==> src/rtl/dreq_pkg.sv <==
package dreq_pkg;

  typedef enum logic [2:0] {
    ACC_IDLE    = 3'd0,  // closed, waiting for channel enable
    ACC_OPEN    = 3'd1,  // looking for a low sample
    ACC_HELD    = 3'd2,  // request pending
    ACC_HICHK   = 3'd3,  // after activation: neither high nor write end seen
    ACC_WAIT_WR = 3'd4,  // high seen, write cycle still running
    ACC_WAIT_HI = 3'd5,  // write cycle over, high not yet seen
    ACC_GUARD   = 3'd6   // reopened, guard interval running
  } acc_state_e;

endpackage

==> src/rtl/dreq_pin_sync.sv <==
module dreq_pin_sync #(
  parameter int STAGES = 2
) (
  input  logic clk,
  input  logic rst_n,
  input  logic pin_n,
  output logic pin_n_sync
);

  logic [STAGES-1:0] stage_q;

  genvar g;
  generate
    for (g = 0; g < STAGES; g++) begin : g_stage
      if (g == 0) begin : g_first
        always_ff @(posedge clk or negedge rst_n) begin
          if (!rst_n) stage_q[0] <= 1'b1;
          else        stage_q[0] <= pin_n;
        end
      end else begin : g_next
        always_ff @(posedge clk or negedge rst_n) begin
          if (!rst_n) stage_q[g] <= 1'b1;
          else        stage_q[g] <= stage_q[g-1];
        end
      end
    end
  endgenerate

  assign pin_n_sync = stage_q[STAGES-1];

endmodule

==> src/rtl/dreq_guard_timer.sv <==
module dreq_guard_timer #(
  parameter int MIN_GAP = 2
) (
  input  logic clk,
  input  logic rst_n,
  input  logic start,
  output logic expired
);

  localparam int CW       = (MIN_GAP > 2) ? $clog2(MIN_GAP) : 1;
  localparam int LOAD_VAL = (MIN_GAP > 2) ? (MIN_GAP - 2) : 0;

  logic [CW-1:0] cnt_q;
  logic [CW-1:0] cnt_d;
  logic          cnt_en;

  always_comb begin
    cnt_en = 1'b0;
    cnt_d  = cnt_q;
    if (start) begin
      cnt_en = 1'b1;
      cnt_d  = CW'(LOAD_VAL);
    end else if (cnt_q != '0) begin
      cnt_en = 1'b1;
      cnt_d  = cnt_q - 1'b1;
    end
  end

  always_ff @(posedge clk or negedge rst_n) begin
    if (!rst_n)      cnt_q <= '0;
    else if (cnt_en) cnt_q <= cnt_d;
  end

  assign expired = (cnt_q == '0);

endmodule

==> src/rtl/dreq_accept_fsm.sv <==
module dreq_accept_fsm
  import dreq_pkg::*;
(
  input  logic       clk,
  input  logic       rst_n,
  input  logic       pin_low,
  input  logic       chan_en,
  input  logic       edge_sel,
  input  logic       act,
  input  logic       wr_end,
  input  logic       done,
  input  logic       guard_expired,
  output acc_state_e state,
  output logic       guard_start,
  output logic       pending
);

  acc_state_e state_q;
  acc_state_e state_d;

  always_comb begin
    state_d     = state_q;
    guard_start = 1'b0;
    if (done) begin
      state_d = ACC_IDLE;
    end else begin
      unique case (state_q)
        ACC_IDLE:    if (chan_en && edge_sel) state_d = ACC_OPEN;
        ACC_OPEN:    if (pin_low) state_d = ACC_HELD;
        ACC_HELD:    if (act) state_d = ACC_HICHK;
        ACC_HICHK: begin
          if (!pin_low && wr_end) begin
            state_d     = ACC_GUARD;
            guard_start = 1'b1;
          end else if (!pin_low) begin
            state_d = ACC_WAIT_WR;
          end else if (wr_end) begin
            state_d = ACC_WAIT_HI;
          end
        end
        ACC_WAIT_WR: begin
          if (wr_end) begin
            state_d     = ACC_GUARD;
            guard_start = 1'b1;
          end
        end
        ACC_WAIT_HI: begin
          if (!pin_low) begin
            state_d     = ACC_GUARD;
            guard_start = 1'b1;
          end
        end
        ACC_GUARD:   if (guard_expired) state_d = ACC_OPEN;
        default:     state_d = ACC_IDLE;
      endcase
    end
  end

  always_ff @(posedge clk or negedge rst_n) begin
    if (!rst_n) state_q <= ACC_IDLE;
    else        state_q <= state_d;
  end

  assign state   = state_q;
  assign pending = (state_q == ACC_HELD);

endmodule

==> src/rtl/dreq_edge_acceptor.sv <==
module dreq_edge_acceptor #(
  parameter int SYNC_STAGES = 2,
  parameter int MIN_GAP     = 2
) (
  input  logic clk,
  input  logic rst_n,
  input  logic req_in_n,
  input  logic ch_enable_pulse,
  input  logic edge_sel,
  input  logic act_strobe,
  input  logic wr_end_strobe,
  input  logic xfer_done,
  output logic req_pending
);

  import dreq_pkg::*;

  logic       pin_n_sync;
  logic       guard_start;
  logic       guard_expired;
  acc_state_e fsm_state;

  dreq_pin_sync #(
    .STAGES(SYNC_STAGES)
  ) sync_i (
    .clk       (clk),
    .rst_n     (rst_n),
    .pin_n     (req_in_n),
    .pin_n_sync(pin_n_sync)
  );

  dreq_guard_timer #(
    .MIN_GAP(MIN_GAP)
  ) guard_i (
    .clk    (clk),
    .rst_n  (rst_n),
    .start  (guard_start),
    .expired(guard_expired)
  );

  dreq_accept_fsm fsm_i (
    .clk          (clk),
    .rst_n        (rst_n),
    .pin_low      (!pin_n_sync),
    .chan_en      (ch_enable_pulse),
    .edge_sel     (edge_sel),
    .act          (act_strobe),
    .wr_end       (wr_end_strobe),
    .done         (xfer_done),
    .guard_expired(guard_expired),
    .state        (fsm_state),
    .guard_start  (guard_start),
    .pending      (req_pending)
  );

endmodule

==> config.mk <==
export PLATFORM = sky130hd
export DESIGN_NAME = dreq_edge_acceptor
export DESIGN_NICKNAME = d
export VERILOG_FILES = /design/src/rtl/dreq_pkg.sv /design/src/rtl/dreq_pin_sync.sv /design/src/rtl/dreq_guard_timer.sv /design/src/rtl/dreq_accept_fsm.sv /design/src/rtl/dreq_edge_acceptor.sv
export SDC_FILE = /design/constraint.sdc
export NUM_CORES = 1
export LEC_CHECK = 0
export BUFFER_PORTS_ARGS = -buffer_cell sky130_fd_sc_hd__buf_2
export CORE_AREA = 3 3 40 42
export CTS_CLUSTER_DIAMETER = 80
export DETAILED_ROUTE_END_ITERATION = 7
export DIE_AREA = 0 0 43 45
export SYNTH_ARGS = -nofsm -noshare
export SYNTH_HDL_FRONTEND = slang
export SYNTH_HIERARCHICAL = 1
export SYNTH_SLANG_ARGS = --single-unit
==> constraint.sdc <==
create_clock -name clk -period 4.2 [get_ports clk]
set_input_delay 0.84 -clock clk [delete_from_list [all_inputs] [get_ports clk]]
set_output_delay 0.84 -clock clk [all_outputs]
set_load 0.05 [all_outputs]
# --- Word level (Yosys, flattened, before mapping) ---
# Index checks and enable logic that the tools add are counted.
word_totals:
  register_bits: 6
  latch_bits: 0
  ram_bits: 0
  rom_bits: 0
  inputBits: 8
  word_cells: 42
  n_memories: 0
classes:
  addsub: 1
  multipliers: 0
  div: 0
  n_lt_le_gt_ge: 0
  eq_ne: 13
  n_shift: 0
  muxes: 20
  n_bitwise: 0
  reduce_logical: 4
op_table:
  columns: ["cell", "n"]
  rows:
  - ["$mux 3", 10]
  - ["$pmux 3 s7", 1]
  - ["$ne 3x3->1 const B", 5]
  - ["$eq 3x3->1 const B", 3]
  - ["$mux 1", 8]
  - ["$reduce_and 7->1", 1]
  - ["$eq 3x2->1 const B", 2]
  - ["$ne 5x4->1 const B", 1]
  - ["$eq 3x1->1 const B", 1]
  - ["$logic_not 3->1", 1]
  - ["$ne 3x2->1 const B", 1]
  - ["$pmux 1 s3", 1]
  - ["$logic_and 1x1->1", 2]
  - ["$sub 1x1->1 const B", 1]

# --- Depth between registers and ports, before layout ---
depth:
  depth_word: 5
  mapped_depth: 5

# --- By module ---
# The synthesis kept the hierarchy.
modules_own_cells:
  columns: ["module", "instances", "cells_each", "area_per_inst_um2", "seq_area_each_um2"]
  rows:
  - ["dreq_accept_fsm", 1, 39, 347.8, 75.1]
  - ["dreq_pin_sync", 1, 2, 52.6, 52.6]
  - ["dreq_guard_timer", 1, 2, 11.3, 0.0]
  - ["dreq_edge_acceptor", 1, 1, 3.8, 0.0]

# --- Worst setup path after synthesis ---
# No wires, ideal clock.
synth_timing:
  path_kind: "input-to-reg"
  from: "input port wr_end_strobe"
  to: "register fsm_i.state_q[0], in the netlist fsm_i/state[0]"
  setup_ps: 125
  t_arrival_ps: 1751
  setup_slack_ps: 2324
  stages: 4
  n_path_buf: 0
  path_cell_list: "or3b_1 > a21oi_1 > a211o_2 > mux2_4"
synth_via:
  elab_chain_cells: 4
  word_cells_on_any_way: 7
synth_lines:
  columns: ["element", "line_no", "rtl"]
  rows:
  - ["start: declaration", "dreq_edge_acceptor.sv:11", "input logic wr_end_strobe,"]
  - ["$logic_and 1x1->1", "dreq_accept_fsm.sv:32", "if (!pin_low && wr_end) begin"]
  - ["$mux 3", "dreq_accept_fsm.sv:32", null]
  - ["$pmux 3 s7", "dreq_accept_fsm.sv:27", "unique case (state_q)"]
  - ["$mux 3", "dreq_accept_fsm.sv:24", "if (done) begin"]
  - ["end signal: assignment", "dreq_accept_fsm.sv:61", "else state_q <= state_d;"]
  - ["end: declaration", "dreq_accept_fsm.sv:18", "acc_state_e state_q;"]
# Parallel ways exist; a longest one is shown, timed or not.
# A chain may end at the register's enable or synchronous reset.

# --- Worst setup path after layout ---
layout_timing:
  from: "register fsm_i.state_q[1], in the netlist fsm_i/state[1]"
  to: "output port req_pending"
layout_via:
  elab_chain_cells: 1
layout_lines:
  columns: ["element", "line_no", "rtl"]
  rows:
  - ["$eq 3x2->1", "dreq_accept_fsm.sv:65", "assign pending = (state_q == ACC_HELD);"]
  - ["end: declaration", "dreq_edge_acceptor.sv:13", "output logic req_pending"]
# No other way between the ends.

==> results.json <==
{
  "drtPass1Iterations": 2,
  "layout_commonest_cell": "buf_2",
  "start_util_pct": 30.4,
  "placedCellCount": 59,
  "port-buffer-count": 8,
  "grt_max_degree": 11,
  "drive_above_1_share_pct": 39.6,
  "nets": 57,
  "hold_viol_final": 0,
  "required_ns": 3.36,
  "area_delta_synth_final_pct": 12.2,
  "tns_ns": 0,
  "status": "complete, no violations",
  "drt-total-wl_um": 590,
  "clock_path_buffers": 2,
  "wl_per_cell_um": 9.37,
  "maxCapViolCount": 0,
  "p_leak_nw": 0.217,
  "crit_arrival_ns": 1.36,
  "drt-vias-per-instance": 4.52,
  "tritoncts": "done",
  "fin_worst_skew_ns": 0.00292,
  "die_area_um2": 1940,
  "root_buffer": "clkbuf_4",
  "post-route-period-util_pct": 52.3,
  "reg2reg_depth": 4,
  "synth_nets": 48,
  "ir_drop_mv": 0.200,
  "clkSinkCount": 5,
  "reg2reg_setup_slack_ns": 2.54,
  "drc": 0,
  "power_density_nw_per_um2": 548,
  "period_minus_slack_ns": 2.20,
  "startpoint_type": "register",
  "place_ws_ns": 2.15,
  "via_count": 285,
  "syn-mean-instance-area_um2": 9.76,
  "dpl.hpwl_um": 477,
  "rows": 13,
  "setup_slack_ns": 2.00,
  "yosysWarnings": 6,
  "worstHoldPathCells": 0,
  "grt_pass1_vias": 274,
  "grt_antenna_before_repair": 0,
  "crit_path_end_kind": "primary output",
  "drt_iter0_markers": 2,
  "finalNonFillerCells": 63,
  "worstSetupPathType": "reg2out",
  "hold_path.class": "reg2reg",
  "h-tree-depth": 1,
  "cts_inserted_buffers": 3,
  "fp.dieW_um": 43,
  "ios": 9,
  "grt_overflow": 0,
  "setup_viol": 0,
  "netlist_area_um2": 390,
  "path_clk_slew_ns": 0.04,
  "crit_fanout": 10,
  "rsz0062_at_grt": "no",
  "die_h_um": 45,
  "syn_inst": 40,
  "fmax_mhz": 456,
  "drv_slew": 0,
  "gp_congestion": 0.753,
  "ant_nets": 0,
  "cts_setup_buffers": 0,
  "cts_resized": 0,
  "final_cell_mix": "buf_2 (8), clkbuf_4 (3), nand2_1 (3), a21oi_1 (3), dfrtp_1 (3)",
  "grt_pass1_wl_um": 1000,
  "grt.total_usage_pct": 6.95,
  "clk_latency_ns": 0.23,
  "cts_hold_buf": 0,
  "core_um2": 1280,
  "diodes": 0
}
## worst paths after layout
| path | startpoint | endpoint |
|---|---|---|
| max | fsm_i/state[1] | req_pending |
| max in group asynchronous | rst_n | sync_i/stage_q[0] |
| max reg2reg | fsm_i/state[1] | fsm_i/state[0] |
| min | sync_i/stage_q[0] | sync_i/pin_n_sync |
| min reg2reg | sync_i/stage_q[0] | sync_i/pin_n_sync |
| min in group asynchronous | rst_n | fsm_i/state[0] |
## critical path: stages, from the launching register on
cell and delay [ns]:
dfrtp_1 0.53, nor2b_1 0.21, and2b_1 0.13, buf_2 0.25
## routing by layer
| metal | part of all wire [%] | up-vias | wire length (um) | global-route usage (%) |
|---|---|---|---|---|
| met5 | 0 | - | 0 | 0 |
| met4 | 0 | 0 | 0 | 0 |
| met3 | 6.9 | 0 | 41 | 5.18 |
| met2 | 46 | 7 | 274 | 11.1 |
| li1 | - | 152 | - | - |
| met1 | 47 | 126 | 275 | 8.09 |
## area by class of cell
type | instances | area [um2]
Timing Repair Buffer | 8 | 40.0
Tap cell | 15 | 18.8
Clock buffer | 4 | 26.3
Fill cell | 144 | 847
Multi-Input combinational cell | 29 | 218
Sequential cell | 5 | 128
Inverter | 2 | 7.51
## registers in the layout (all words and copies together) (netlist names)
signal,count
sync_i/stage_q,1
sync_i/pin_n_sync,1
fsm_i/state,3
## per-stage QoR
stage | utilization (%) | hold slack [ns] | area [um2] | power (mW)
floorplan | - | 0.345 | 390 | 0.183
global placement | 32.0 | 0.346 | 412 | 0.189
detailed placement | 32.0 | 0.347 | 412 | 0.190
CTS | 34.1 | 0.348 | 438 | 0.246
global route | 34.1 | 0.353 | 438 | 0.261
finish | 34.1 | 0.349 | 438 | 0.240
## report_power, final
part / total, mW / switching (mW) / internal, mW
registers: 0.0792 / 0.0213 / 0.0579
clock network: 0.0533 / 0.0175 / 0.0358
logic: 0.107 / 0.0467 / 0.0607
total: 0.240 / 0.0855 / 0.154
Power figures use the tool's default switching activity.
